`config.mk`:
```
export PLATFORM = sky130hd
export DESIGN_NAME = addr_latch_demux
export DESIGN_NICKNAME = d
export VERILOG_FILES = /design/src/rtl/alat_pkg.sv /design/src/rtl/alat_mode_dec.sv /design/src/rtl/alat_sel_dec.sv /design/src/rtl/alat_bit_cell.sv /design/src/rtl/addr_latch_demux.sv
export SDC_FILE = /design/constraint.sdc
export NUM_CORES = 1
export LEC_CHECK = 0
export BUFFER_PORTS_ARGS = -buffer_cell sky130_fd_sc_hd__buf_2
export CORE_AREA = 2 2 39 41
export CTS_CLUSTER_DIAMETER = 100
export DETAILED_ROUTE_END_ITERATION = 7
export DIE_AREA = 0 0 41 43
export PLACE_DENSITY = 0.63
export SKIP_LAST_GASP = 1
export SYNTH_ARGS = -nofsm -noshare
export SYNTH_HDL_FRONTEND = slang
export SYNTH_SLANG_ARGS = --single-unit
```
`constraint.sdc`:
```
create_clock -name clk -period 0.8 [get_ports clk]
set_input_delay 0 -clock clk [delete_from_list [all_inputs] [get_ports clk]]
set_output_delay 0 -clock clk [all_outputs]
set_load 0.01 [all_outputs]
```
`src/rtl/alat_pkg.sv`:
```
package alat_pkg;
  // Mode code equals the raw pair {en_n, clr_n}
  typedef enum logic [1:0] {
    MODE_DEMUX = 2'b00,
    MODE_WRITE = 2'b01,
    MODE_CLEAR = 2'b10,
    MODE_HOLD  = 2'b11
  } mode_e;
endpackage

```
`src/rtl/alat_mode_dec.sv`:
```
module alat_mode_dec
  import alat_pkg::*;
(
  input  logic  en_n,
  input  logic  clr_n,
  output mode_e mode
);
  always_comb begin
    case ({en_n, clr_n})
      2'b00:   mode = MODE_DEMUX;
      2'b01:   mode = MODE_WRITE;
      2'b10:   mode = MODE_CLEAR;
      default: mode = MODE_HOLD;
    endcase
  end
endmodule

```
`src/rtl/alat_sel_dec.sv`:
```
module alat_sel_dec #(
  parameter int N  = 8,
  parameter int AW = (N > 1) ? $clog2(N) : 1
) (
  input  logic [AW-1:0] addr,
  output logic [N-1:0]  sel
);
  // One-hot select: bit k is high when the binary address equals k
  for (genvar k = 0; k < N; k++) begin : g_sel
    assign sel[k] = (addr == AW'(k));
  end
endmodule

```
`src/rtl/alat_bit_cell.sv`:
```
module alat_bit_cell
  import alat_pkg::*;
(
  input  logic  clk,
  input  logic  rst_n,
  input  mode_e mode,
  input  logic  sel,
  input  logic  din,
  output logic  q
);
  logic nxt;

  always_comb begin
    case (mode)
      MODE_WRITE: nxt = sel ? din : q;
      MODE_DEMUX: nxt = sel & din;
      MODE_CLEAR: nxt = 1'b0;
      default:    nxt = q;
    endcase
  end

  always_ff @(posedge clk or negedge rst_n) begin
    if (!rst_n) q <= 1'b0;
    else        q <= nxt;
  end
endmodule

```
`src/rtl/addr_latch_demux.sv`:
```
module addr_latch_demux
  import alat_pkg::*;
#(
  parameter int N  = 8,
  parameter int AW = (N > 1) ? $clog2(N) : 1
) (
  input  logic          clk,
  input  logic          rst_n,
  input  logic          en_n,
  input  logic          clr_n,
  input  logic [AW-1:0] addr,
  input  logic          din,
  output logic [N-1:0]  q
);
  mode_e        mode;
  logic [N-1:0] sel;

  alat_mode_dec u_mode (
    .en_n  (en_n),
    .clr_n (clr_n),
    .mode  (mode)
  );

  alat_sel_dec #(.N(N), .AW(AW)) u_sel (
    .addr (addr),
    .sel  (sel)
  );

  for (genvar b = 0; b < N; b++) begin : g_cell
    alat_bit_cell u_cell (
      .clk   (clk),
      .rst_n (rst_n),
      .mode  (mode),
      .sel   (sel[b]),
      .din   (din),
      .q     (q[b])
    );
  end
endmodule

```
==> impl_metrics.ini, run 1 <==
[synth]
synth_area_leader = sky130_fd_sc_hd__dfrtp_1
syn_area_um2 = 457
synth_cell_types = 11
synthesis.instances = 42
synth_top_cell_area_share_pct = 43.8
synth_edf_count = 0
postSynthNetCount = 50
synth_commonest_cells = sky130_fd_sc_hd__buf_4 (8), sky130_fd_sc_hd__dfrtp_1 (8), sky130_fd_sc_hd__mux2i_1 (8), sky130_fd_sc_hd__nand2_1 (8), sky130_fd_sc_hd__nor4b_1 (3)
post_synth.cell_area_avg_um2 = 10.9
yosysWarnings = 0
postSynth.asyncResetShare_pct = 100
ys_seq_elements = 8
synth.area.top_cells = sky130_fd_sc_hd__dfrtp_1 (44%), sky130_fd_sc_hd__mux2i_1 (18%), sky130_fd_sc_hd__buf_4 (13%), sky130_fd_sc_hd__nand2_1 (6.6%), sky130_fd_sc_hd__nor4b_1 (5.8%)
synth-main-ff-cell = sky130_fd_sc_hd__dfrtp_1
yosysSeqAreaShare_pct = 43.8

[min_path]
worst_hold_class = input port to flip-flop

[layout]
drive_gt1_share_pct = 40.7
num_antenna_cells = 0
largest_register_ff_count = 8
regs_by_ff_count = g_cell.u_cell.q (8)
syn2layout_area_growth_pct = 18.6
multi_input_area_um2 = 189
largest_register_by_flop_count = g_cell.u_cell.q
register_area_um2 = 200
fillCellCount = 147
final_net_count = 64
fin_cells = 70

[sta]
final_count_of_hold_timing_violations = 0
finalMaxSlewViolations = 0
grt_setup_unrepaired = yes
timing.final.crit_share_pct = 95.9
transition_time_at_the_pin_with_the_least_slew_margin_ns = 0.390
worst_clock_skew_ns = 0
setup_slack_ns = 0.0329
timing.max_slew.rel_slack_pct = 73.6
worst_hold_slack_ns = 0.0722
time_the_final_worst_path_needs_with_i_o_delays_and_setup_ns = 0.767
fmaxAchievable_ghz = 1.30
setup_viol = 0

[setup_path]
setup.worst_path.start_class = flip-flop
timing.critical_path.max_delay_family = flip-flops
crit_type = flip-flop to output pin
timing.critical_path.cells = buf_2
path_buf_inv = 1
cp_slowest_stage_delay_ns = 0.38
worstSetupEndpointType = output pin
timing.critical_path.slowest_stage_cell = sky130_fd_sc_hd__dfrtp_1
critical_path_arrival_ns = 0.77
worstPathRequired_ns = 0.80
critical_path.max_fanout = 2

[route]
wirelength_um = 854
drtPass1Iterations = 4
route.detailed.wl_per_inst_um = 12.2
detail-route-antenna-nets = 0
route.detailed.vias_per_inst = 4.74
drt-initial-drc-count = 11
detail_route.drc_violations = 0
count_of_vias_placed_by_the_detailed_router = 332

[clocking]
h-tree-depth = 1
ctsLongestPathBuffers = 2
clock_latency_ns = 0.25
clk_pin_slew_ns = 0.05
cts_num_sinks = 8
tritoncts = built
cts-buffers-inserted = 3
cts_root_buffer = sky130_fd_sc_hd__clkbuf_4

[grt]
grt_max_degree = 9
antenna_violations_before_repair = 0
grt_overflow = 0
global_route.usage.total_pct = 13.7
global_route_wire_length_before_repair_um = 1520
grt_pass1_vias = 330

[placement]
place_inst = 65
gp_congestion = 0.659
port_buffers = 15
placement.setup.worst_slack_ns = -0.0776

[floorplan]
die_h_um = 43
initial_utilization_pct = 33.0
die_outline_area_um2 = 1760
num_io_pins = 16
chipWidth_um = 41
std_cell_rows = 14
core-area_um2 = 1380

[run_status]
status = complete, no violations

[power_and_ir_drop]
total_power_w = 0.000844
leakage_nw = 0.268
pwr_density_cell_nw_per_um2 = 1560
vdd.ir_drop.worst_mv = 0.826

[job]
drv_cap = 0
per-stage QoR:
| step | area [um^2] | setup TNS [ns] | utilization, % |
|---|---|---|---|
| after floorplan | 457 | 0 | - |
| after global placement | 495 | -0.0876 | 35.8 |
| after detailed placement | 495 | -0.165 | 35.8 |
| after CTS | 528 | 0 | 38.2 |
| after global routing | 542 | -0.0910 | 39.2 |
| final | 542 | 0 | 39.2 |
repair_timing:
action	CTS	global route
gates resized for setup	0	1
buffers inserted	0	1
setup endpoints to repair	0	8
endpoints found under the hold margin	8	0
hold buffers	1	0
worst paths after layout:
path / startpoint / to / slack, ns / cells after the start
min in group asynchronous: rst_n / g_cell[2].u_cell.q$_DFFE_PN0P_ / 0.12 / 2
worst min register to register: g_cell[5].u_cell.q$_DFFE_PN0P_ / g_cell[5].u_cell.q$_DFFE_PN0P_ / 0.54 / 2
worst max-delay path: g_cell[0].u_cell.q$_DFFE_PN0P_ / q[0] / 0.03 / 1
worst min-delay path: clr_n / g_cell[0].u_cell.q$_DFFE_PN0P_ / 0.07 / 3
worst max register to register: g_cell[3].u_cell.q$_DFFE_PN0P_ / g_cell[3].u_cell.q$_DFFE_PN0P_ / 0.07 / 3
max in group asynchronous: rst_n / g_cell[5].u_cell.q$_DFFE_PN0P_ / 0.52 / 2
cell families (layout without fill, tap and decap cells):
logic type,Yosys count,count (layout),share of synthesized area (%)
mux,8,8,17.5
simple gates,16,16,23.8
flops,8,8,43.8
buf+inv,10,22,14.8
layout make-up:
| cell class | count | area share, % |
|---|---|---|
| flip-flops and latches | 8 | 37.0 |
| clock buffers | 3 | 4.16 |
| repair buffers | 18 | 19.6 |
| well taps | 16 | 3.70 |
| multi-input cells | 24 | 34.9 |
| inverters | 1 | 0.693 |
routing by layer:
metal	part of all wire, %	track usage, %	wire (um)	vias to the layer above
met3	5.7	7.85	49	0
li1	-	-	-	166
met2	42	15.0	357	13
met1	52	20.0	447	153
met5	0	0	0	-
met4	0	8.00	0	0
cells in the final DEF (no fill, tap or decap), drive strengths merged:
cell,n
nand4b,1
nor4,1
dfrtp,8
dlygate4sd3,1
buf,17
nor4b,3
inv,1
nand2,8
and4bb,3
mux2i,8
clkbuf,3
tightest hold or removal path, delay by kind of cell:
| kind | cells | cell delay, ns |
|---|---|---|
| and+or+nand+nor | 1 | 0.07 |
| muxes | 1 | 0.06 |
| buffers and inverters | 1 | 0.15 |
power by group:
group | switching [W] | internal, W | leakage, nW | total, W
Clock | 0.000127 | 0.000171 | 0.0138 | 0.000298
Sequential | 0.00000725 | 0.000419 | 0.110 | 0.000427
Combinational | 0.0000634 | 0.0000553 | 0.144 | 0.000119
Total | 0.000198 | 0.000646 | 0.268 | 0.000844
Power figures use the tool's default switching activity.
==> run 2, diff against run 1 <==
BUFFER_PORTS_ARGS = default   (was -buffer_cell sky130_fd_sc_hd__buf_2)
DONT_BUFFER_PORTS = 1   (was default)
PLACE_DENSITY = 0.53   (was 0.63)
SYNTH_HIERARCHICAL = 1   (was default)
==> impl_metrics.ini, run 2 <==
[route]
drtPass1Iterations = 4
detail_route.drc_violations = 0
route.detailed.vias_per_inst = 5.04
detail-route-antenna-nets = 0
count_of_vias_placed_by_the_detailed_router = 363
wirelength_um = 921
route.detailed.wl_per_inst_um = 12.8
drt-initial-drc-count = 6

[floorplan]
chipWidth_um = 41
core-area_um2 = 1380
initial_utilization_pct = 32.7
die_h_um = 43
num_io_pins = 16
std_cell_rows = 14
die_outline_area_um2 = 1760

[clocking]
cts_num_sinks = 8
tritoncts = built
cts_hold_buffers = 3
clock_latency_ns = 0.25
cts-buffers-inserted = 3
cts_root_buffer = sky130_fd_sc_hd__clkbuf_4
ctsLongestPathBuffers = 2
h-tree-depth = 1
clk_pin_slew_ns = 0.05

[layout]
layout_common_cells = sky130_fd_sc_hd__nor2b_1 (8), sky130_fd_sc_hd__nand2_1 (8), sky130_fd_sc_hd__nand3b_1 (8), sky130_fd_sc_hd__o21ai_1 (8), sky130_fd_sc_hd__dfrtp_1 (8)
largest_register_by_flop_count = g_cell.u_cell/q
num_antenna_cells = 0
finish.utilization_pct = 39.0
final_net_count = 66
regs_by_ff_count = g_cell.u_cell/q (8)
syn2layout_area_growth_pct = 19.1
post-route-cell-area_um2 = 539
drive_gt1_share_pct = 16.1
largest_register_ff_count = 8
fin_cells = 72
fillCellCount = 146

[setup_path]
worstPathRequired_ns = 0.80
critical_path.max_fanout = 2
crit_type = flip-flop to output pin
setup.worst_path.start_class = flip-flop
timing.critical_path.max_delay_family = flip-flops
worstReg2RegStart = g_cell[7].u_cell/q$_DFFE_PN0P_
worstReg2RegEnd = g_cell[7].u_cell/q$_DFFE_PN0P_
worst-r2r-cell-count = 3
timing.critical_path.slowest_stage_cell = sky130_fd_sc_hd__dfrtp_1
cp_slowest_stage_delay_ns = 0.38
path_buf_inv = 1
critical_path_arrival_ns = 0.76
worstSetupEndpointType = output pin
timing.critical_path.cells = buf_6
reg2reg_slack_ns = 0.05

[power_and_ir_drop]
leakage_nw = 0.235
vdd.ir_drop.worst_mv = 0.658
pwr_density_cell_nw_per_um2 = 1520

[synth]
postSynth.asyncResetShare_pct = 100
post_synthesis_share_of_cell_area_spent_on_full_adders_half_adders_and_majority_gates_pct = 0
synth_top_cell_area_share_pct = 44.2
syn_area_um2 = 453
synth_area_leader = sky130_fd_sc_hd__dfrtp_1
synth.mux.area_fraction_pct = 0
yosysSeqAreaShare_pct = 44.2
synthesis.instances = 50
synth_edf_count = 0
yosysWarnings = 6
synth-main-ff-cell = sky130_fd_sc_hd__dfrtp_1
synth_top_family_by_area = simple AND/OR/NAND/NOR gates
xor_xnor_share_of_the_synthesized_area_pct = 0
synth-compound-area-share_pct = 8.84
synthSimpleGateAreaFrac_pct = 45.3
synth_cell_types = 10
ys_seq_elements = 8
postSynthNetCount = 58
synth.area.top_cells = sky130_fd_sc_hd__dfrtp_1 (44%), sky130_fd_sc_hd__nand3b_1 (13%), sky130_fd_sc_hd__nor2b_1 (11%), sky130_fd_sc_hd__o21ai_1 (8.8%), sky130_fd_sc_hd__and3b_2 (6.6%)
post_synth.cell_area_avg_um2 = 9.06
synth_commonest_cells = sky130_fd_sc_hd__dfrtp_1 (8), sky130_fd_sc_hd__nand2_1 (8), sky130_fd_sc_hd__nand3b_1 (8), sky130_fd_sc_hd__nor2b_1 (8), sky130_fd_sc_hd__o21ai_1 (8)

[grt]
grt_max_degree = 17
antenna_violations_before_repair = 0
grt_pass1_vias = 350
global_route.usage.total_pct = 13.9
grt_overflow = 0
global_route_wire_length_before_repair_um = 1550

[sta]
fmaxAchievable_ghz = 1.32
transition_time_at_the_pin_with_the_least_slew_margin_ns = 0.369
final_count_of_hold_timing_violations = 8
grt_setup_unrepaired = yes
timing.final.crit_share_pct = 94.4
worst_hold_slack_ns = -0.0824
time_the_final_worst_path_needs_with_i_o_delays_and_setup_ns = 0.756
finalMaxSlewViolations = 0
worst_clock_skew_ns = 0
setup_viol = 0
timing.max_slew.rel_slack_pct = 75.3

[min_path]
min_path_cells = 2
worstHoldStart = en_n
worst_hold_class = input port to flip-flop
timing.hold.worst_endpoint = g_cell[4].u_cell/q$_DFFE_PN0P_

[job]
drv_cap = 0

[placement]
instance_area_at_placement_um2 = 473
gp_congestion = 0.661
port_buffers = 0
dp_hpwl_um = 653
place_inst = 65

[run_status]
status = complete, but fails checks
violations = negative hold slack
[run 2: cell types whose count changed after synthesis, sizes merged, moves of 3 or more]
cell,before,now
nor4b,3,0
nor2b,0,8
nand3b,0,8
mux2i,8,0
and4bb,3,0
buf,8,0
o21ai,0,8
and3b,0,3
nor3b,0,3
[run 2: cell type report]
type / count / area, um^2 / share of cell area [%]
clock buffer: 3 / 22.5 / 4.18
multi-input combinational: 40 / 245 / 45.5
sequential: 8 / 200 / 37.1
tap: 16 / 20.0 / 3.71
timing repair buffer: 5 / 51.3 / 9.51
[run 2: per-stage QoR]
step                      total power [W]  worst slack, ns  hold WS [ns]  setup TNS (ns)
after global placement           0.000491            0.140        -0.295               0
after floorplan                  0.000495            0.169        -0.296               0
final                            0.000821           0.0444       -0.0824               0
after global routing             0.000878         -0.00183       -0.0910        -0.00290
after CTS                        0.000838           0.0101       -0.0911               0
after detailed placement         0.000492            0.129        -0.295               0
[run 2: logic make-up after synthesis]
kind of cell | Yosys count
buf+inv | 2
compound gates | 8
simple gates | 32
flops | 8
[run 2: what timing repair did]
item / 4_1_cts / 5_1_grt
setup endpoints to repair: 0 / 5
setup buffers: 0 / 1
resized for setup: 0 / 2
hold endpoints to repair: 16 / 8
[run 2: worst max path at each step]
stage | startpoint | to | cells past startpoint
6_report | g_cell[7].u_cell/q$_DFFE_PN0P_ | q[7] | 1
3_5_place_dp | g_cell[6].u_cell/q$_DFFE_PN0P_ | g_cell[6].u_cell/q$_DFFE_PN0P_ | 2
5_1_grt | g_cell[7].u_cell/q$_DFFE_PN0P_ | g_cell[7].u_cell/q$_DFFE_PN0P_ | 3
2_1_floorplan | g_cell[0].u_cell/q$_DFFE_PN0P_ | g_cell[0].u_cell/q$_DFFE_PN0P_ | 2
3_3_place_gp | g_cell[5].u_cell/q$_DFFE_PN0P_ | g_cell[5].u_cell/q$_DFFE_PN0P_ | 2
4_1_cts | clr_n | g_cell[6].u_cell/q$_DFFE_PN0P_ | 3
[run 2: metal layers]
| layer | vias up | wire length (um) | GRT usage (%) | share of wire, % |
|---|---|---|---|---|
| met3 | 0 | 78 | 9.95 | 8.5 |
| met5 | - | 0 | 0 | 0 |
| met4 | 0 | 0 | 6.00 | 0 |
| met2 | 12 | 430 | 19.4 | 47 |
| met1 | 165 | 412 | 15.6 | 45 |
| li1 | 186 | - | - | - |
[run 2: report_power, final]
part | internal [W] | switching (W) | leakage [nW] | total (W)
Clock | 0.000171 | 0.000130 | 0.0138 | 0.000302
Combinational | 0.0000477 | 0.0000384 | 0.111 | 0.0000861
Sequential | 0.000419 | 0.0000148 | 0.110 | 0.000434
Total | 0.000638 | 0.000183 | 0.235 | 0.000821
==> run 3, diff against run 2 <==
clock period = 0.9 ns   (was 0.8 ns; I/O delays follow)
==> impl_metrics.ini, run 3 (same netlist as run 2, synthesis figures left out) <==
[setup_path]
crit_type = input port to flip-flop
critical_path_arrival_ns = 1.01
worstReg2RegStart = g_cell[6].u_cell/q$_DFFE_PN0P_
timing.critical_path.cells = dlygate4sd3_1, nor3b_2, nor2b_1, o21ai_1
worstSetupEndpointType = flip-flop
critical_path.max_fanout = 7
reg2reg_slack_ns = 0.23
timing.critical_path.slowest_stage_cell = sky130_fd_sc_hd__dlygate4sd3_1
path_buf_inv = 1
timing.critical_path.max_delay_family = buffers and inverters
cp_slowest_stage_delay_ns = 0.58
setup.worst_path.start_class = input port
worstPathRequired_ns = 1.05
timing.critical_path.to = g_cell[4].u_cell/q$_DFFE_PN0P_
worstReg2RegEnd = g_cell[6].u_cell/q$_DFFE_PN0P_
worst-r2r-cell-count = 2
critPathLaunch = addr[1]
critical_path_cell_count = 4

[grt]
met2_track_utilization_from_global_routing_pct = 23.1
global_route.usage.total_pct = 14.4
grt_util_met3_pct = 3.14
global_route.peak_usage_layer = met2
global_route_wire_length_before_repair_um = 1660
antenna_violations_before_repair = 0
grt_util_met1_pct = 15.6
grt_overflow = 0
grt_max_degree = 17
grt_pass1_vias = 406

[sta]
worst_hold_slack_ns = -0.0733
transition_time_at_the_pin_with_the_least_slew_margin_ns = 0.458
final_count_of_hold_timing_violations = 2
finalMaxSlewViolations = 0
setup_viol = 0
grt_setup_unrepaired = no
fmaxAchievable_ghz = 1.16
total_negative_setup_slacks_ns = 0
time_the_final_worst_path_needs_with_i_o_delays_and_setup_ns = 0.865
timing.final.crit_share_pct = 96.1
worst_clock_skew_ns = 0
timing.max_slew.rel_slack_pct = 69.5

[floorplan]
std_cell_rows = 14
initial_utilization_pct = 32.7
die_outline_area_um2 = 1760
num_io_pins = 16
die_h_um = 43
chipWidth_um = 41
core-area_um2 = 1380

[route]
drt-initial-drc-count = 2
detail-route-antenna-nets = 0
wirelength_um = 1060
count_of_vias_placed_by_the_detailed_router = 386
route.detailed.vias_per_inst = 5.22
drtPass1Iterations = 3
route.detailed.wl_per_inst_um = 14.4
detail_route.drc_violations = 0

[placement]
dp_hpwl_um = 675
port_buffers = 0
gp_congestion = 0.710

[layout]
final_net_count = 68
layout_common_cells = sky130_fd_sc_hd__nand2_1 (8), sky130_fd_sc_hd__nand3b_1 (8), sky130_fd_sc_hd__o21ai_1 (8), sky130_fd_sc_hd__dfrtp_1 (8), sky130_fd_sc_hd__nor2b_1 (7)
drive_gt1_share_pct = 19.0
largest_register_by_flop_count = g_cell.u_cell/q
syn2layout_area_growth_pct = 28.2
largest_register_ff_count = 8
regs_by_ff_count = g_cell.u_cell/q (8)
num_antenna_cells = 0

[clocking]
cts_root_buffer = sky130_fd_sc_hd__clkbuf_4
h-tree-depth = 1
ctsLongestPathBuffers = 2
tritoncts = built
cts_num_sinks = 8
clk_pin_slew_ns = 0.06
cts_post_setup_buffers_inserted = 0
clock_latency_ns = 0.25
cts_hold_buffers = 7
cts-buffers-inserted = 3

[job]
drv_cap = 0

[power_and_ir_drop]
vdd.ir_drop.worst_mv = 0.584
leakage_nw = 0.256
pwr_density_cell_nw_per_um2 = 1320
total_power_w = 0.000767

[run_status]
violations = negative hold slack
status = complete, but fails checks

[min_path]
worst_hold_class = input port to flip-flop
worstHoldStart = addr[2]
==> run 3: power breakdown <==
| part | internal (W) | switching [W] | leakage, nW |
|---|---|---|---|
| combinational | 0.0000515 | 0.0000468 | 0.132 |
| sequential | 0.000372 | 0.0000135 | 0.110 |
| clock | 0.000153 | 0.000130 | 0.0138 |
| total | 0.000577 | 0.000190 | 0.256 |
==> run 3: layout make-up <==
class / count / area, um^2
Clock buffer: 3 / 22.5
Fill cell: 146 / 803
Multi-Input combinational cell: 40 / 263
Sequential cell: 8 / 200
Tap cell: 16 / 20.0
Timing Repair Buffer: 7 / 75.1
==> run 3: stage by stage <==
step,hold slack (ns),setup WS [ns],utilization [%],area (um^2),std cells
5_1_grt,-0.0492,0.00312,42.0,581,74
3_5_place_dp,-0.295,0.231,33.6,465,64
2_1_floorplan,-0.296,0.269,-,453,50
6_report,-0.0733,0.0354,42.0,581,74
4_1_cts,-0.0708,0.000960,40.3,558,74
3_3_place_gp,-0.295,0.240,33.6,465,64
==> run 3: routing by layer <==
metal,share of wire (%),vias to the layer above
met4,1.1,0
met2,51,9
met3,4.2,2
li1,-,190
met1,44,185
met5,0,-
==> run 3: worst reg2reg max path, delay by kind of cell (launching register included) <==
| kind | cells | cell delay, ns |
|---|---|---|
| DFF | 1 | 0.41 |
| and+or+nand+nor | 1 | 0.08 |
| AOI/OAI and AO/OA | 1 | 0.06 |
==> run 3: worst min path at each step <==
stage,cells after the start,slack [ns],end
after floorplan,0,-0.30,g_cell[0].u_cell/q$_DFFE_PN0P_
after global placement,0,-0.30,g_cell[0].u_cell/q$_DFFE_PN0P_
after detailed placement,0,-0.30,g_cell[6].u_cell/q$_DFFE_PN0P_
after CTS,3,-0.07,g_cell[2].u_cell/q$_DFFE_PN0P_
after global routing,3,-0.05,g_cell[2].u_cell/q$_DFFE_PN0P_
final,3,-0.07,g_cell[2].u_cell/q$_DFFE_PN0P_
==> run 3: what timing repair did <==
item	4_1_cts	5_1_grt
setup endpoints to repair	0	8
hold endpoints to repair	16	2
gates resized for setup	0	6
